**src/rtl/dmac_pkg.sv**
```systemverilog
package dmac_pkg;
   timeunit 1ns;
   timeprecision 1ps;

   // register select codes
   localparam logic [1:0] SEL_ADDR  = 2'd0;
   localparam logic [1:0] SEL_COUNT = 2'd1;
   localparam logic [1:0] SEL_CTRL  = 2'd2;

   // control / status bit positions
   localparam int CTL_GO    = 0;  // write: start, read: active
   localparam int CTL_DIR   = 1;  // 1 = peripheral to memory
   localparam int CTL_STEAL = 2;  // 1 = release bus after each word
   localparam int CTL_CLR   = 3;  // write 1: clear interrupt flag
   localparam int STS_DONE  = 4;  // read: interrupt flag

   localparam int CTL_BITS  = 5;

   typedef enum logic [1:0] {
      SQ_IDLE = 2'd0,
      SQ_HOLD = 2'd1,
      SQ_GAP  = 2'd2
   } seq_state_e;
endpackage

```
**src/rtl/dmac_regs.sv**
```systemverilog
module dmac_regs
   import dmac_pkg::*;
#(
   parameter int AW = 16,
   parameter int CW = 16,
   parameter int RW = 16
) (
   input  logic          clk,
   input  logic          rst_n,
   input  logic          wr_en,
   input  logic [1:0]    sel,
   input  logic [RW-1:0] wr_data,
   input  logic          step,
   output logic [AW-1:0] cur_addr,
   output logic          active,
   output logic          cfg_dir,
   output logic          cfg_steal,
   output logic          last_word,
   output logic          done,
   output logic [RW-1:0] rd_data
);
   timeunit 1ns;
   timeprecision 1ps;

   logic [AW-1:0] addr_q;
   logic [CW-1:0] cnt_q;
   logic          dir_q, steal_q, busy_q, done_q;
   logic          idle_wr;

   assign idle_wr = wr_en && !busy_q;

   always_ff @(posedge clk or negedge rst_n) begin
      if (!rst_n) begin
         addr_q  <= '0;
         cnt_q   <= '0;
         dir_q   <= 1'b0;
         steal_q <= 1'b0;
         busy_q  <= 1'b0;
         done_q  <= 1'b0;
      end else if (step) begin
         addr_q <= addr_q + 1'b1;
         cnt_q  <= cnt_q - 1'b1;
         if (cnt_q == CW'(1)) begin
            busy_q <= 1'b0;
            done_q <= 1'b1;
         end
      end else if (idle_wr) begin
         case (sel)
            SEL_ADDR:  addr_q <= wr_data[AW-1:0];
            SEL_COUNT: cnt_q  <= wr_data[CW-1:0];
            SEL_CTRL: begin
               dir_q   <= wr_data[CTL_DIR];
               steal_q <= wr_data[CTL_STEAL];
               if (wr_data[CTL_GO] && (cnt_q != '0)) busy_q <= 1'b1;
               if (wr_data[CTL_CLR]) done_q <= 1'b0;
            end
            default: ;
         endcase
      end
   end

   always_comb begin
      rd_data = '0;
      case (sel)
         SEL_ADDR:  rd_data[AW-1:0] = addr_q;
         SEL_COUNT: rd_data[CW-1:0] = cnt_q;
         SEL_CTRL: begin
            rd_data[CTL_GO]    = busy_q;
            rd_data[CTL_DIR]   = dir_q;
            rd_data[CTL_STEAL] = steal_q;
            rd_data[STS_DONE]  = done_q;
         end
         default: ;
      endcase
   end

   assign cur_addr  = addr_q;
   assign active    = busy_q;
   assign cfg_dir   = dir_q;
   assign cfg_steal = steal_q;
   assign last_word = (cnt_q == CW'(1));
   assign done      = done_q;
endmodule

```
**src/rtl/dmac_seq.sv**
```systemverilog
module dmac_seq
   import dmac_pkg::*;
#(
   parameter int STEAL_GAP = 1
) (
   input  logic clk,
   input  logic rst_n,
   input  logic active,
   input  logic cfg_dir,
   input  logic cfg_steal,
   input  logic last_word,
   input  logic per_req,
   input  logic bus_grant,
   output logic bus_req,
   output logic step,
   output logic addr_en,
   output logic rd_stb,
   output logic wr_stb
);
   timeunit 1ns;
   timeprecision 1ps;

   localparam int GW = $clog2(STEAL_GAP + 1) + 1;

   seq_state_e state_q, state_d;
   logic       gap_done;

   generate
      if (STEAL_GAP == 1) begin : g_gap_single
         assign gap_done = 1'b1;
      end else begin : g_gap_count
         logic [GW-1:0] gap_q;
         always_ff @(posedge clk or negedge rst_n) begin
            if (!rst_n)                gap_q <= '0;
            else if (state_q != SQ_GAP) gap_q <= '0;
            else                       gap_q <= gap_q + 1'b1;
         end
         assign gap_done = (gap_q == GW'(STEAL_GAP - 1));
      end
   endgenerate

   assign bus_req = (state_q == SQ_HOLD);
   assign addr_en = bus_req && bus_grant;
   assign step    = addr_en && per_req;
   assign rd_stb  = step && !cfg_dir;
   assign wr_stb  = step && cfg_dir;

   always_comb begin
      state_d = state_q;
      case (state_q)
         SQ_IDLE: if (active && per_req) state_d = SQ_HOLD;
         SQ_HOLD: begin
            if (step) begin
               if (last_word)      state_d = SQ_IDLE;
               else if (cfg_steal) state_d = SQ_GAP;
            end
         end
         SQ_GAP: begin
            if (gap_done) state_d = per_req ? SQ_HOLD : SQ_IDLE;
         end
         default: state_d = SQ_IDLE;
      endcase
   end

   always_ff @(posedge clk or negedge rst_n) begin
      if (!rst_n) state_q <= SQ_IDLE;
      else        state_q <= state_d;
   end
endmodule

```
**src/rtl/dmac_engine.sv**
```systemverilog
module dmac_engine
   import dmac_pkg::*;
#(
   parameter int AW        = 16,
   parameter int CW        = 16,
   parameter int DW        = 16,
   parameter int STEAL_GAP = 1,
   localparam int RW       = (AW > CW) ? ((AW > CTL_BITS) ? AW : CTL_BITS)
                                       : ((CW > CTL_BITS) ? CW : CTL_BITS)
) (
   input  logic          clk,
   input  logic          rst_n,
   input  logic          reg_we,
   input  logic [1:0]    reg_sel,
   input  logic [RW-1:0] reg_wdata,
   output logic [RW-1:0] reg_rdata,
   output logic          bus_req,
   input  logic          bus_grant,
   output logic [AW-1:0] mem_addr,
   output logic          mem_addr_en,
   output logic          mem_rd,
   output logic          mem_wr,
   input  logic [DW-1:0] mem_rdata,
   output logic [DW-1:0] mem_wdata,
   input  logic          per_req,
   output logic          per_ack,
   input  logic [DW-1:0] per_rdata,
   output logic [DW-1:0] per_wdata,
   output logic          irq
);
   timeunit 1ns;
   timeprecision 1ps;

   generate
      if (AW < 2)        begin : g_bad_aw  $error("AW must be at least 2");        end
      if (CW < 2)        begin : g_bad_cw  $error("CW must be at least 2");        end
      if (DW < 1)        begin : g_bad_dw  $error("DW must be at least 1");        end
      if (STEAL_GAP < 1) begin : g_bad_gap $error("STEAL_GAP must be at least 1"); end
   endgenerate

   logic step, active, cfg_dir, cfg_steal, last_word, done;

   dmac_regs #(.AW(AW), .CW(CW), .RW(RW)) u_regs (
      .clk       (clk),
      .rst_n     (rst_n),
      .wr_en     (reg_we),
      .sel       (reg_sel),
      .wr_data   (reg_wdata),
      .step      (step),
      .cur_addr  (mem_addr),
      .active    (active),
      .cfg_dir   (cfg_dir),
      .cfg_steal (cfg_steal),
      .last_word (last_word),
      .done      (done),
      .rd_data   (reg_rdata)
   );

   dmac_seq #(.STEAL_GAP(STEAL_GAP)) u_seq (
      .clk       (clk),
      .rst_n     (rst_n),
      .active    (active),
      .cfg_dir   (cfg_dir),
      .cfg_steal (cfg_steal),
      .last_word (last_word),
      .per_req   (per_req),
      .bus_grant (bus_grant),
      .bus_req   (bus_req),
      .step      (step),
      .addr_en   (mem_addr_en),
      .rd_stb    (mem_rd),
      .wr_stb    (mem_wr)
   );

   assign per_ack   = step;
   assign mem_wdata = mem_wr ? per_rdata : '0;
   assign per_wdata = mem_rd ? mem_rdata : '0;
   assign irq       = done;
endmodule

```
**config.mk**
```make
export PLATFORM = sky130hd
export DESIGN_NAME = dmac_engine
export DESIGN_NICKNAME = d
export VERILOG_FILES = /design/src/rtl/dmac_pkg.sv /design/src/rtl/dmac_regs.sv /design/src/rtl/dmac_seq.sv /design/src/rtl/dmac_engine.sv
export SDC_FILE = /design/constraint.sdc
export NUM_CORES = 1
export LEC_CHECK = 0
export BUFFER_PORTS_ARGS = -buffer_cell sky130_fd_sc_hd__clkbuf_2
export CAP_MARGIN = 20
export CORE_AREA = 2 2 77 79
export CTS_CLUSTER_DIAMETER = 30
export DETAILED_ROUTE_END_ITERATION = 6
export DIE_AREA = 0 0 79 81
export PLACE_DENSITY = 0.81
export SYNTH_ARGS = -nofsm -noshare
export SYNTH_HDL_FRONTEND = slang
export SYNTH_SLANG_ARGS = --single-unit
```
**constraint.sdc**
```tcl
create_clock -name clk -period 5.3 [get_ports clk]
set_input_delay 0 -clock clk [delete_from_list [all_inputs] [get_ports clk]]
set_output_delay 0 -clock clk [all_outputs]
set_load 0.05 [all_outputs]
```
## Word level (Yosys, flattened, before mapping)

Cells that the tools add are included.

| storage, ports and cells | value |
|---|---|
| input bits | 55 |
| word-level logic and storage cells | 71 |
| output and inout bits | 70 |
| register bits | 38 |

| operators by class | value |
|---|---|
| reductions and logical operators | 24 |
| equal/unequal tests | 9 |
| add/subtract/negate cells | 2 |
| bitwise logic cells | 1 |
| mux-type cells | 28 |

Operator list:

| operator | count |
|---|---|
| $mux W16 | 8 |
| $pmux W11 S2 | 1 |
| $add A16 B1 Y16 const B | 1 |
| $eq A16 B1 Y1 const B | 1 |
| $reduce_bool A16 Y1 | 1 |
| $sub A16 B1 Y16 const B | 1 |
| $reduce_bool A2 Y1 | 6 |
| $mux W1 | 11 |
| $pmux W3 S3 | 1 |
| $mux W2 | 4 |
| $reduce_and A4 Y1 | 2 |
| $logic_and A1 B1 Y1 | 7 |
| $pmux W2 S3 | 1 |
| $reduce_and A3 Y1 | 2 |
| $eq A2 B1 Y1 const B | 2 |
| $eq A2 B2 Y1 const B | 2 |
| $logic_not A2 Y1 | 2 |
| $ne A2 B2 Y1 const B | 2 |
| $reduce_and A2 Y1 | 2 |
| $ne A3 B3 Y1 const B | 1 |
| $pmux W1 S3 | 1 |
| $logic_not A1 Y1 | 2 |
| $ne A2 B1 Y1 const B | 1 |
| $pmux W1 S2 | 1 |
| $not A1 Y1 | 1 |

## Logic depth before layout (Yosys ltp)

Gate-level depths: netlist (run 1).

| depth | value |
|---|---|
| depth in word-level cells | 6 |
| gate-level depth with buffers | 7 |
| gate-level depth less buffers | 6 |

## Cells and area by module

A second synthesis (run 1) with hierarchy kept.

| second synthesis, totals | value |
|---|---|
| cells, all modules | 335 |
| area, all modules | 2850.2 sq um |

By module, submodules not included:

| module | area each (sq um) | sequential area each (sq um) | times used | cells an instance |
|---|---|---|---|---|
| dmac_regs | 2476.1 | 900.9 | 1 | 290 |
| dmac_engine | 255.2 | 0.0 | 1 | 34 |
| dmac_seq | 118.9 | 50.0 | 1 | 11 |

## Worst setup path after synthesis (run 1)

No wires, ideal clock.

| timing | value |
|---|---|
| path kind | register to output |
| start point | register u_seq.state_q[1] |
| end point | output port per_wdata[10] |
| required time | 5300 ps |
| cell stages (with the launch flop) | 5 |
| setup slack | 3258 ps |
| arrival | 2042 ps |
| path buffers | 1 |
| path through | dfrtp_1 nand4b_4 nor2_1 clkbuf_1 and2_1 |

| on the way | value |
|---|---|
| word-level cells in the longest chain between the ends | 5 |

RTL lines:

| item | line | text |
|---|---|---|
| from (decl) | dmac_seq.sv:25 | `seq_state_e state_q, state_d;` |
| from (signal assigned) | dmac_seq.sv:67 | `else state_q <= state_d;` |
| $eq A2 B1 Y1 | dmac_seq.sv:42 | `assign bus_req = (state_q == SQ_HOLD);` |
| $logic_and A1 B1 Y1 | dmac_seq.sv:43 | `assign addr_en = bus_req && bus_grant;` |
| $logic_and A1 B1 Y1 | dmac_seq.sv:44 | `assign step = addr_en && per_req;` |
| $logic_and A1 B1 Y1 | dmac_seq.sv:45 | `assign rd_stb = step && !cfg_dir;` |
| named net mem_rd | dmac_engine.sv:21 | `output logic mem_rd,` |
| $mux W16 | dmac_engine.sv:77 | `assign per_wdata = mem_rd ? mem_rdata : '0;` |
| to (decl) | dmac_engine.sv:28 | `output logic [DW-1:0] per_wdata,` |

The timed path passes the listed nets, and every way through them passes these cells.

## Final worst setup path (run 1)

| timing | value |
|---|---|
| start point | register u_seq.state_q[0] |
| end point | register u_regs.cnt_q[10] |

| on the way | value |
|---|---|
| word-level cells in the longest chain between the ends | 5 |
| elaborated cells on any way between the ends | 7 |
| those cells by class | eq/ne (1); mux (1); reduce/logical (5) |

RTL lines:

| item | line | text |
|---|---|---|
| $eq A2 B1 Y1 * | dmac_seq.sv:42 |  |
| $logic_and A1 B1 Y1 * | dmac_seq.sv:43 |  |
| $logic_and A1 B1 Y1 * | dmac_seq.sv:44 |  |
| $reduce_bool A2 Y1 (no line) | n/a |  |
| $reduce_and A2 Y1 (no line) | n/a |  |
| to (signal assigned) | dmac_regs.sv:42 | `cnt_q <= cnt_q - 1'b1;` |
| to (signal assigned) | dmac_regs.sv:50 | `SEL_COUNT: cnt_q <= wr_data[CW-1:0];` |
| to (decl) | dmac_regs.sv:26 | `logic [CW-1:0] cnt_q;` |

Every way passes the cells marked *; elsewhere a longest branch is shown, timed or not.
A chain may end at the register's enable or synchronous reset.

==> results of run 1 <==
-- state kept, by name (all words and copies together), names as in the netlist --
| register | cells |
|---|---|
| u_regs.cnt_q | 16 |
| u_regs.cur_addr | 16 |
| u_seq.state_q | 2 |
| u_regs.active | 1 |
| u_regs.cfg_dir | 1 |
| u_regs.cfg_steal | 1 |
| u_regs.done | 1 |
-- stage by stage --
stage	cell area (µm²)	utilization, %	std cells	hold WS, ns
2_1_floorplan	2770	-	325	-0.296
3_3_place_gp	3380	59.5	503	0.198
3_5_place_dp	3380	59.5	503	0.209
4_1_cts	3570	62.9	521	0.00157
5_1_grt	3590	63.3	522	0.0113
6_report	3590	63.3	522	-0.00182
-- final timing paths --
path	from	cells past startpoint	slack [ns]	to
setup / recovery	u_seq.state_q[0]$_DFFE_PN0P_	5	2.11	u_regs.cnt_q[10]$_DFFE_PN0P_
hold / removal	per_req	2	-0.002	u_seq.state_q[0]$_DFFE_PN0P_
setup reg to reg	u_seq.state_q[0]$_DFFE_PN0P_	5	2.11	u_regs.cnt_q[10]$_DFFE_PN0P_
hold reg to reg	u_regs.cnt_q[11]$_DFFE_PN0P_	2	0.58	u_regs.cnt_q[11]$_DFFE_PN0P_
max in group asynchronous	rst_n	3	4.86	u_regs.cnt_q[4]$_DFFE_PN0P_
min in group asynchronous	rst_n	2	0.04	u_regs.cur_addr[14]$_DFFE_PN0P_
-- cells by family after synthesis --
logic type      count (synthesis)  synth area share (%)
flops                          38                  34.4
mux                            19                  6.97
fa+ha+maj                       3                  1.36
simple gates                  168                  35.3
buf+inv                        26                  4.43
compound gates                 71                  17.6
-- worst max-delay path, stage by stage, from the launching register on --
cell and delay [ns]:
dfrtp_1 0.44, nand4b_4 0.41, clkinv_1 0.87, nor2_1 0.94, a211oi_1 0.12, a311oi_1 0.30
-- layout make-up --
cell class / instances / area (µm²)
inverter: 5 / 18.8
fill: 491 / 2080
clock inverter: 2 / 12.5
tap: 75 / 93.8
clock buffer: 6 / 82.6
sequential: 38 / 951
multi-input combinational: 261 / 1690
timing repair buffer: 135 / 741
-- power by group through the flow --
stage               combinational, µW  sequential, µW  clock (µW)
finish                            948             631         216
global route                     1020             655         231
CTS                               945             620         215
detailed placement                935             626           0
global placement                  917             617           0
floorplan                         596             720           0
-- layer usage --
metal / up-vias / wire (µm)
met4: 0 / 123
li1: 1461 / -
met3: 12 / 536
met2: 125 / 4530
met5: - / 0
met1: 1523 / 3750
-- placed cells by master, fill, tap and decap left out, drive strengths merged, types with 5 or more instances in the layout --
cell,netlist,layout
a211oi,8,8
dfrtp,38,38
nor2,42,42
nand3,9,9
nor3,16,16
dlygate4sd3,0,10
nand2,25,25
a22oi,6,6
clkbuf,8,130
mux2i,17,17
and2,18,18
nor4,13,13
o21ai,19,19
a311oi,5,5
a21oi,11,11
and3,22,22
-- what timing repair did --
action | CTS | global route
setup endpoints to repair | 0 | 0
hold buffers | 10 | 0
hold endpoints to repair | 51 | 0
resized for setup | 0 | 0
==> reports/results.tsv, run 1 <==
metric	value	unit
outcome	finished, violations left	
failing checks	negative hold slack	
power density cells	500	mW/mm²
Detail Route Antenna Nets	0	
HP Class	in -> reg	
fraction of registers with async set/reset	100	%
layout cell share with drive strength beyond 1	32.7	%
hpwl dp	6490	µm
met2 Resource Use GR	43.2	%
core area	0.00568	mm²
first-pass GRT wire length	13900	µm
num rows	28	
Syn Inst Count	325	
diode count	0	
CTS tree	built	
P_sw	1020	µW
busiest layer in global routing	met2	
post-synthesis register bit count	38	
per-cell routed wire length	17.1	µm
CTS Buffer Depth	2	
vias in the first global route	2789	
Clock Latency Late Sink	0.30	ns
Slew Limit Headroom	39.7	%
met3 usage in global routing	5.33	%
setup bufs post-CTS	0	
Internal	774	µW
Final nets	504	
Sequential Power Share	35.2	%
clk root buf	clkbuf_8	
CTS sink count	38	
Critical Path Sink Type	register	
RePlAce Congestion	1.02	
boundary pin count	125	
fin crit period	3.19	ns
Area Overhead vs Synth	29.9	%
Post-synth EDFFs	0	
die area	0.00640	mm²
maximum VDD drop	281	µV
initial antenna violation count	0	
Clock Pin Slew Worst Setup and Hold Paths	0.08	ns
Crit Path Category	reg -> reg	
clk_skew	0.00661	ns
synth warn	0	
clock power share	12.0	%
grt total ovfl	0	
die height	81	µm
GRT Resource Usage Total	27.4	%
worst-path fanout max	37	
Hold Vio Cnt, Final	1	
Setup violations, final	0	
Synth Flop Type	dfrtp_1	
count of cell types in the netlist	53	
CP required	5.50	ns
DR iter-0 viols	353	
largest net degree at the start of global routing	39	
sw frac	56.9	%
Via density	5.98	
Final TNS setup	0	ns
LEAKAGE	0.00181	µW
starting density of the core	48.7	%
Syn Std Cell Area	0.00277	mm²
register area share after synthesis	34.4	%
worst setup margin	2.11	ns
fin. max-slew vios	0	
Yosys top cell by area	dfrtp_1	
Die Wd	79	µm
Mapped Avg Cell Area	8.51	µm²
Final Cycle Share	60.3	%
Total Wirelength	8940	µm
CTS Buf Count	5	
syn_nets	383	
max-cap check violation count	0	
DRC violations left	0	
combinational power share	52.8	%
total number of vias	3121	
top post-synthesis cells by area	dfrtp_1 (34%), mux2i_1 (6.2%), nor2_1 (5.7%)	
1st-pass router iterations	5	
Least-Margin Pin Slew	0.899	ns
commonest cells in the netlist	nor2_1 (42), dfrtp_1 (38), nand2_1 (25)	
Tot Pwr	1790	µW
f_max	313	MHz
crit path DAT	3.39	ns
pre-CTS setup slack	2.21	ns
kind of start point of the critical path	register	
met1 Resource Use GR	38.3	%
htree depth	2	
top-area cell type share of the netlist area	34.4	%
port bufs	124	
most frequent cell after synthesis	nor2_1	
RSZ-0062 raised after global routing	false	
Hold Slack	-0.00182	ns
Power figures use the tool's default switching activity.
==> inputs of run 2 (changes only) <==
ABC_AREA = 1   (was not set)
CORE_AREA = 2 2 81 83   (was 2 2 77 79)
DIE_AREA = 0 0 83 85   (was 0 0 79 81)
PLACE_DENSITY = 0.77   (was 0.81)
clock period = 2.95 ns   (was 5.3 ns; I/O delays follow)
==> run 2 against run 1 <==
Compared with the run above: the run now ends clean; synthesized cell count rose by 47%; first-iteration DRC count down 12%; die area up 10%; total power is 73% higher; largest cell class unchanged; wire length rose by 5.3%; clock power up 62%; non-clock buffer count fell by 3; clock skew fell by 0.0011 ns; flip-flop and latch count stayed put; critical path depth grew 1; core utilization is 2.7 points lower.
==> reports/results.tsv, run 2 <==
metric	value	unit	change
htree depth	2		unchanged
Synth Flop Type	dfrtp_1		
Die Wd	83	µm	+5.1%
layout cell share with drive strength beyond 1	23.8	%	-8.8 points
die area	0.00706	mm²	+10%
Via density	5.19		-13%
CTS Buf Count	5		unchanged
Area Overhead vs Synth	26.5	%	
Final nets	662		+31%
vias in the first global route	3271		+17%
1st-pass router iterations	5		unchanged
diode count	0		unchanged
boundary pin count	125		unchanged
Internal	1350	µW	+75%
P_sw	1760	µW	+72%
CP required	2.95	ns	-2.55 ns
fill count	580		+18%
num rows	29		+3.6%
Clock Pin Slew Worst Setup and Hold Paths	0.08	ns	about the same
Post-synth EDFFs	0		unchanged
core area	0.00620	mm²	+9.3%
clk root buf	clkbuf_8		
Least-Margin Pin Slew	0.826	ns	-0.0726 ns
total number of vias	3536		+13%
sw frac	56.5	%	-0.37 points
post-synthesis register bit count	38		unchanged
DR iter-0 viols	312		-12%
Syn Std Cell Area	0.00297	mm²	+7.4%
fin. max-slew vios	0		unchanged
first-pass GRT wire length	15300	µm	+9.6%
GRT Resource Usage Total	26.5	%	-0.91 points
Hold Slack	0.0134	ns	+0.0152 ns
most frequent cell after synthesis	nand2_1		
CTS tree	built		
DRC violations left	0		unchanged
f_max	455	MHz	
combinational power share	58.0	%	+5.2 points
Total Wirelength	9410	µm	+5.3%
clock power share	11.2	%	-0.8 points
Final Cycle Share	74.5	%	
Hold Vio Cnt, Final	0		-1
setup bufs post-CTS	0		unchanged
per-cell routed wire length	13.8	µm	-19%
die height	85	µm	+4.9%
cell depth of the worst hold path	3		+1
commonest cells in the netlist	nand2_1 (119), inv_1 (87), nor2_1 (85)		
largest net degree at the start of global routing	43		+10%
hpwl dp	7330	µm	+13%
count of cell types in the netlist	31		-42%
max-cap check violation count	0		unchanged
fraction of registers with async set/reset	100	%	unchanged
FF+latch area	951	µm²	unchanged
starting density of the core	47.9	%	-0.87 points
maximum VDD drop	532	µV	+89%
LEAKAGE	0.00214	µW	+19%
synth warn	0		unchanged
commonest non-fill, non-tap cell in the layout	clkbuf_2		
Yosys top cell by area	dfrtp_1		
Final TNS setup	0	ns	unchanged
initial antenna violation count	0		unchanged
Setup violations, final	0		unchanged
most frequent cells in the layout	clkbuf_2 (124), nand2_1 (119), inv_1 (87)		
top-area cell type share of the netlist area	32.0	%	-2.4 points
Detail Route Antenna Nets	0		unchanged
R2R cell count	8		+3
Crit Path Category	reg -> out		
power density cells	828	mW/mm²	+66%
port bufs	124		unchanged
worst-path fanout max	24		-35%
clk_skew	0.00548	ns	-0.00114 ns
fin util	60.6	%	-2.7 points
outcome	completed		
RSZ-0062 raised after global routing	false		
CTS Buffer Depth	2		unchanged
kind of start point of the critical path	register		
Mapped Avg Cell Area	6.21	µm²	-27%
top post-synthesis cells by area	dfrtp_1 (32%), nand2_1 (15%), inv_1 (11%)		
fin crit period	2.20	ns	
Critical Path Sink Type	output port		
register area share after synthesis	32.0	%	-2.4 points
Clock Latency Late Sink	0.29	ns	about the same
crit path DAT	2.20	ns	-1.19 ns
HP Class	in -> reg		
Slew Limit Headroom	44.9	%	+5.1 points
syn_nets	536		+40%
Syn Inst Count	478		+47%
area of the multi-input gates	0.00159	mm²	-6.2%
RePlAce Congestion	0.902		-12%
grt total ovfl	0		unchanged
Sequential Power Share	30.7	%	-4.5 points
CTS sink count	38		unchanged
## run 2: cell types whose count changed after synthesis, moves of 8 or more
cell / previous run / this run
nand2_1: 25 / 119
inv_1: 4 / 87
nor2_1: 42 / 85
nand3_1: 9 / 39
and3_1: 22 / 0
and2_1: 18 / 0
mux2i_1: 17 / 0
o211ai_1: 1 / 14
nor3_1: 13 / 1
nor4_1: 10 / 0
a211oi_1: 8 / 0
o22ai_1: 3 / 11
## run 2: final timing paths
check	slack [ns]	from	to
setup / recovery	0.75	u_seq.state_q[0]$_DFFE_PN0P_	per_ack
hold / removal	0.01	reg_wdata[4]	u_regs.cnt_q[4]$_DFFE_PN0P_
setup reg to reg	0.96	u_seq.state_q[0]$_DFFE_PN0P_	u_regs.cur_addr[8]$_DFFE_PN0P_
hold reg to reg	0.53	u_regs.cnt_q[1]$_DFFE_PN0P_	u_regs.cnt_q[1]$_DFFE_PN0P_
max in group asynchronous	2.43	rst_n	u_seq.state_q[0]$_DFFE_PN0P_
min in group asynchronous	0.08	rst_n	u_regs.cnt_q[14]$_DFFE_PN0P_
## run 2: power groups by stage
stage	clock network (µW)	registers, µW	logic (µW)
2_1_floorplan	0	1210	1080
5_1_grt	378	987	1950
3_5_place_dp	0	959	1780
3_3_place_gp	0	950	1750
4_1_cts	357	946	1790
6_report	350	955	1810
## run 2: cell type report
class | count | share of cell area (%)
inverters | 91 | 9.09
flip-flops and latches | 38 | 25.3
well taps | 77 | 2.56
repair buffers | 132 | 18.8
multi-input cells | 336 | 42.2
clock buffers | 7 | 2.03
## run 2: metrics by stage
step | instance area [µm²] | total power [µW] | instances | worst slack, ns
2_1_floorplan | 2970 | 2280 | 478 | 0.299
3_5_place_dp | 3610 | 2730 | 668 | 1.01
3_3_place_gp | 3610 | 2690 | 668 | 1.10
5_1_grt | 3760 | 3320 | 681 | 0.655
4_1_cts | 3740 | 3090 | 680 | 0.809
6_report | 3760 | 3110 | 681 | 0.752
## run 2: logic make-up after synthesis
family                     synth area share [%]
buffers and inverters                      14.5
muxes                                     0.379
xor gates and xnor gates                  0.885
AOI/OAI and AO/OA                          15.2
DFF                                        32.0
and+or+nand+nor                            35.7
adders and majority gates                  1.26
## run 2: metal layers
layer / share of wire (%) / track usage [%]
met1: 42 / 35.6
met2: 48 / 44.5
met3: 7.7 / 4.47
met4: 1.9 / 7.15
met5: 0 / 0
## run 2: worst max-delay path: stages, from the launching register on
cell      delay, ns
dfrtp_1        0.38
inv_1          0.08
nor2_4         0.16
nand3_4        0.08
inv_1          0.61
buf_4          0.30
clkbuf_2       0.29
## run 2: what timing repair did
action / in CTS / in global routing
hold endpoints to repair: 42 / 0
resized for setup: 0 / 0
hold buffers: 5 / 0
endpoints found under the setup margin: 0 / 0
==> inputs of run 3 (changes only) <==
ABC_AREA = 0   (was 1)
CORE_AREA = 2 2 79 81   (was 2 2 81 83)
DIE_AREA = 0 0 81 83   (was 0 0 83 85)
clock period = 2.2 ns   (was 2.95 ns; I/O delays follow)
==> run 3 against run 2 <==
Compared with the run above: final area shrank 2.5%; worst hold slack worse by 0.0011 ns; clock-buffer cell count did not move; critical path type unchanged; sequential power increased by 58%; global-route usage increased by 0.58 points; total power is 39% higher; critical path depth stayed put.
==> reports/results.tsv, run 3 (same netlist as run 1, synthesis figures left out) <==
metric	value	unit	change
outcome	completed		
kind of start point of the critical path	register		
power density cells	1180	mW/mm²	+42%
htree depth	2		unchanged
Hold Vio Cnt, Final	0		unchanged
fin crit period	1.92	ns	
Hold Slack	0.0122	ns	-0.00114 ns
DR iter-0 viols	392		+26%
per-cell routed wire length	16.8	µm	+22%
worst-path fanout max	17		-29%
Clock Pin Slew Worst Setup and Hold Paths	0.07	ns	about the same
crit-path max cell delay	0.41	ns	-0.20 ns
most used cell, CP	buf_4		
hpwl dp	6800	µm	-7.3%
Slew Limit Headroom	60.0	%	+15 points
Via density	5.85		+13%
Final Cycle Share	87.4	%	
Final TNS setup	0	ns	unchanged
Final Cell Area	0.00366	mm²	-2.5%
fin. max-slew vios	0		unchanged
Final nets	516		-22%
CTS sink count	38		unchanged
Sequential Power Share	35.0	%	+4.3 points
clock power share	10.7	%	-0.5 points
HP Class	in -> reg		
CP required	2.20	ns	-0.75 ns
Detail Route Antenna Nets	0		unchanged
max-cap check violation count	0		unchanged
RePlAce Congestion	0.915		+1.5%
initial antenna violation count	0		unchanged
Total Wirelength	8970	µm	-4.6%
sw frac	56.6	%	+0.082 points
Setup violations, final	0		unchanged
CTS Buf Count	5		unchanged
commonest non-fill, non-tap cell in the layout	clkbuf_2		
LEAKAGE	0.00186	µW	-13%
first-pass GRT wire length	14400	µm	-5.7%
Slowest-stage cell, CP	dfrtp_1		
port bufs	124		unchanged
Least-Margin Pin Slew	0.594	ns	-0.231 ns
Die Wd	81	µm	-2.4%
GRT Resource Usage Total	27.1	%	+0.58 points
clk root buf	clkbuf_8		
CP cell instances	nand4b_4, buf_4, nor2_1, buf_4, and2_1, clkbuf_2		
vias in the first global route	2812		-14%
num rows	28		-3.4%
clk_skew	0.00416	ns	-0.00132 ns
dpl cell area	0.00344	mm²	-4.6%
DRC violations left	0		unchanged
Critical Path Sink Type	output port		
combinational power share	54.2	%	-3.8 points
largest net degree at the start of global routing	39		-9.3%
fill count	532		-8.3%
worst setup margin	0.278	ns	-0.474 ns
die area	0.00672	mm²	-4.7%
core area	0.00582	mm²	-6.3%
pre-CTS setup slack	0.195	ns	-0.820 ns
most frequent cells in the layout	clkbuf_2 (124), nor2_1 (42), dfrtp_1 (38)		
Internal	1870	µW	+38%
RSZ-0062 raised after global routing	false		
P_sw	2440	µW	+39%
Clock Latency Late Sink	0.29	ns	about the same
total number of vias	3119		-12%
layout cell share with drive strength beyond 1	33.8	%	+10 points
maximum VDD drop	782	µV	+47%
grt total ovfl	0		unchanged
f_max	520	MHz	
die height	83	µm	-2.4%
boundary pin count	125		unchanged
starting density of the core	47.5	%	-0.31 points
crit path DAT	1.92	ns	-0.28 ns
Crit Path Category	reg -> out		
CTS tree	built		
Area Overhead vs Synth	32.5	%	
1st-pass router iterations	5		unchanged
diode count	0		unchanged
CTS Buffer Depth	2		unchanged
==> run 3: worst paths after layout <==
path / from / endpoint / slack, ns / cells after the start
worst max-delay path: u_seq.state_q[1]$_DFFE_PN0P_ / per_wdata[11] / 0.28 / 6
worst min-delay path: reg_wdata[8] / u_regs.cur_addr[8]$_DFFE_PN0P_ / 0.01 / 3
worst max register to register: u_regs.active$_DFFE_PN0P_ / u_regs.cnt_q[9]$_DFFE_PN0P_ / 0.32 / 5
worst min register to register: u_regs.cfg_steal$_DFFE_PN0P_ / u_seq.state_q[1]$_DFFE_PN0P_ / 0.57 / 2
max in group asynchronous: rst_n / u_regs.cnt_q[10]$_DFFE_PN0P_ / 1.72 / 3
min in group asynchronous: rst_n / u_regs.cur_addr[12]$_DFFE_PN0P_ / 0.07 / 2
==> run 3: critical path: cells and delay by family (launching register included) <==
kind	cells	cell delay [ns]
buffers and inverters	3	0.71
AND/OR/NAND/NOR	3	0.50
flip-flops	1	0.41
==> run 3: what timing repair did <==
action	CTS	global route
setup endpoints to repair	0	5
gates resized for setup	0	1
endpoints found under the hold margin	48	0
buffers inserted	0	3
hold buffers	10	0
==> run 3: layout make-up <==
class,instances,area [µm²],share of cell area [%]
multi-input combinational,261,1690,46.2
sequential,38,951,25.9
inverter,5,18.8,0.512
clock buffer,7,76.3,2.08
timing repair buffer,147,831,22.7
tap,75,93.8,2.56
==> run 3: through the flow <==
step	instances	total power [µW]	utilization (%)
global route	533	4570	63.0
finish	533	4310	63.0
global placement	512	3740	59.2
detailed placement	512	3780	59.2
CTS	529	4280	62.2
floorplan	325	3170	-
==> run 3: per-layer routing <==
| metal | vias up | part of all wire (%) | global-route usage, % |
|---|---|---|---|
| met5 | - | 0 | 0 |
| met4 | 0 | 1.4 | 7.40 |
| met3 | 17 | 6.3 | 4.13 |
| met2 | 136 | 51 | 43.2 |
| met1 | 1480 | 41 | 37.9 |
| li1 | 1486 | - | - |
==> run 3: power by group through the flow <==
stage          logic [µW]  registers [µW]  clock network, µW
5_1_grt              2490            1570                504
3_5_place_dp         2290            1500                  0
2_1_floorplan        1440            1740                  0
4_1_cts              2320            1490                471
3_3_place_gp         2260            1480                  0
6_report             2340            1510                462
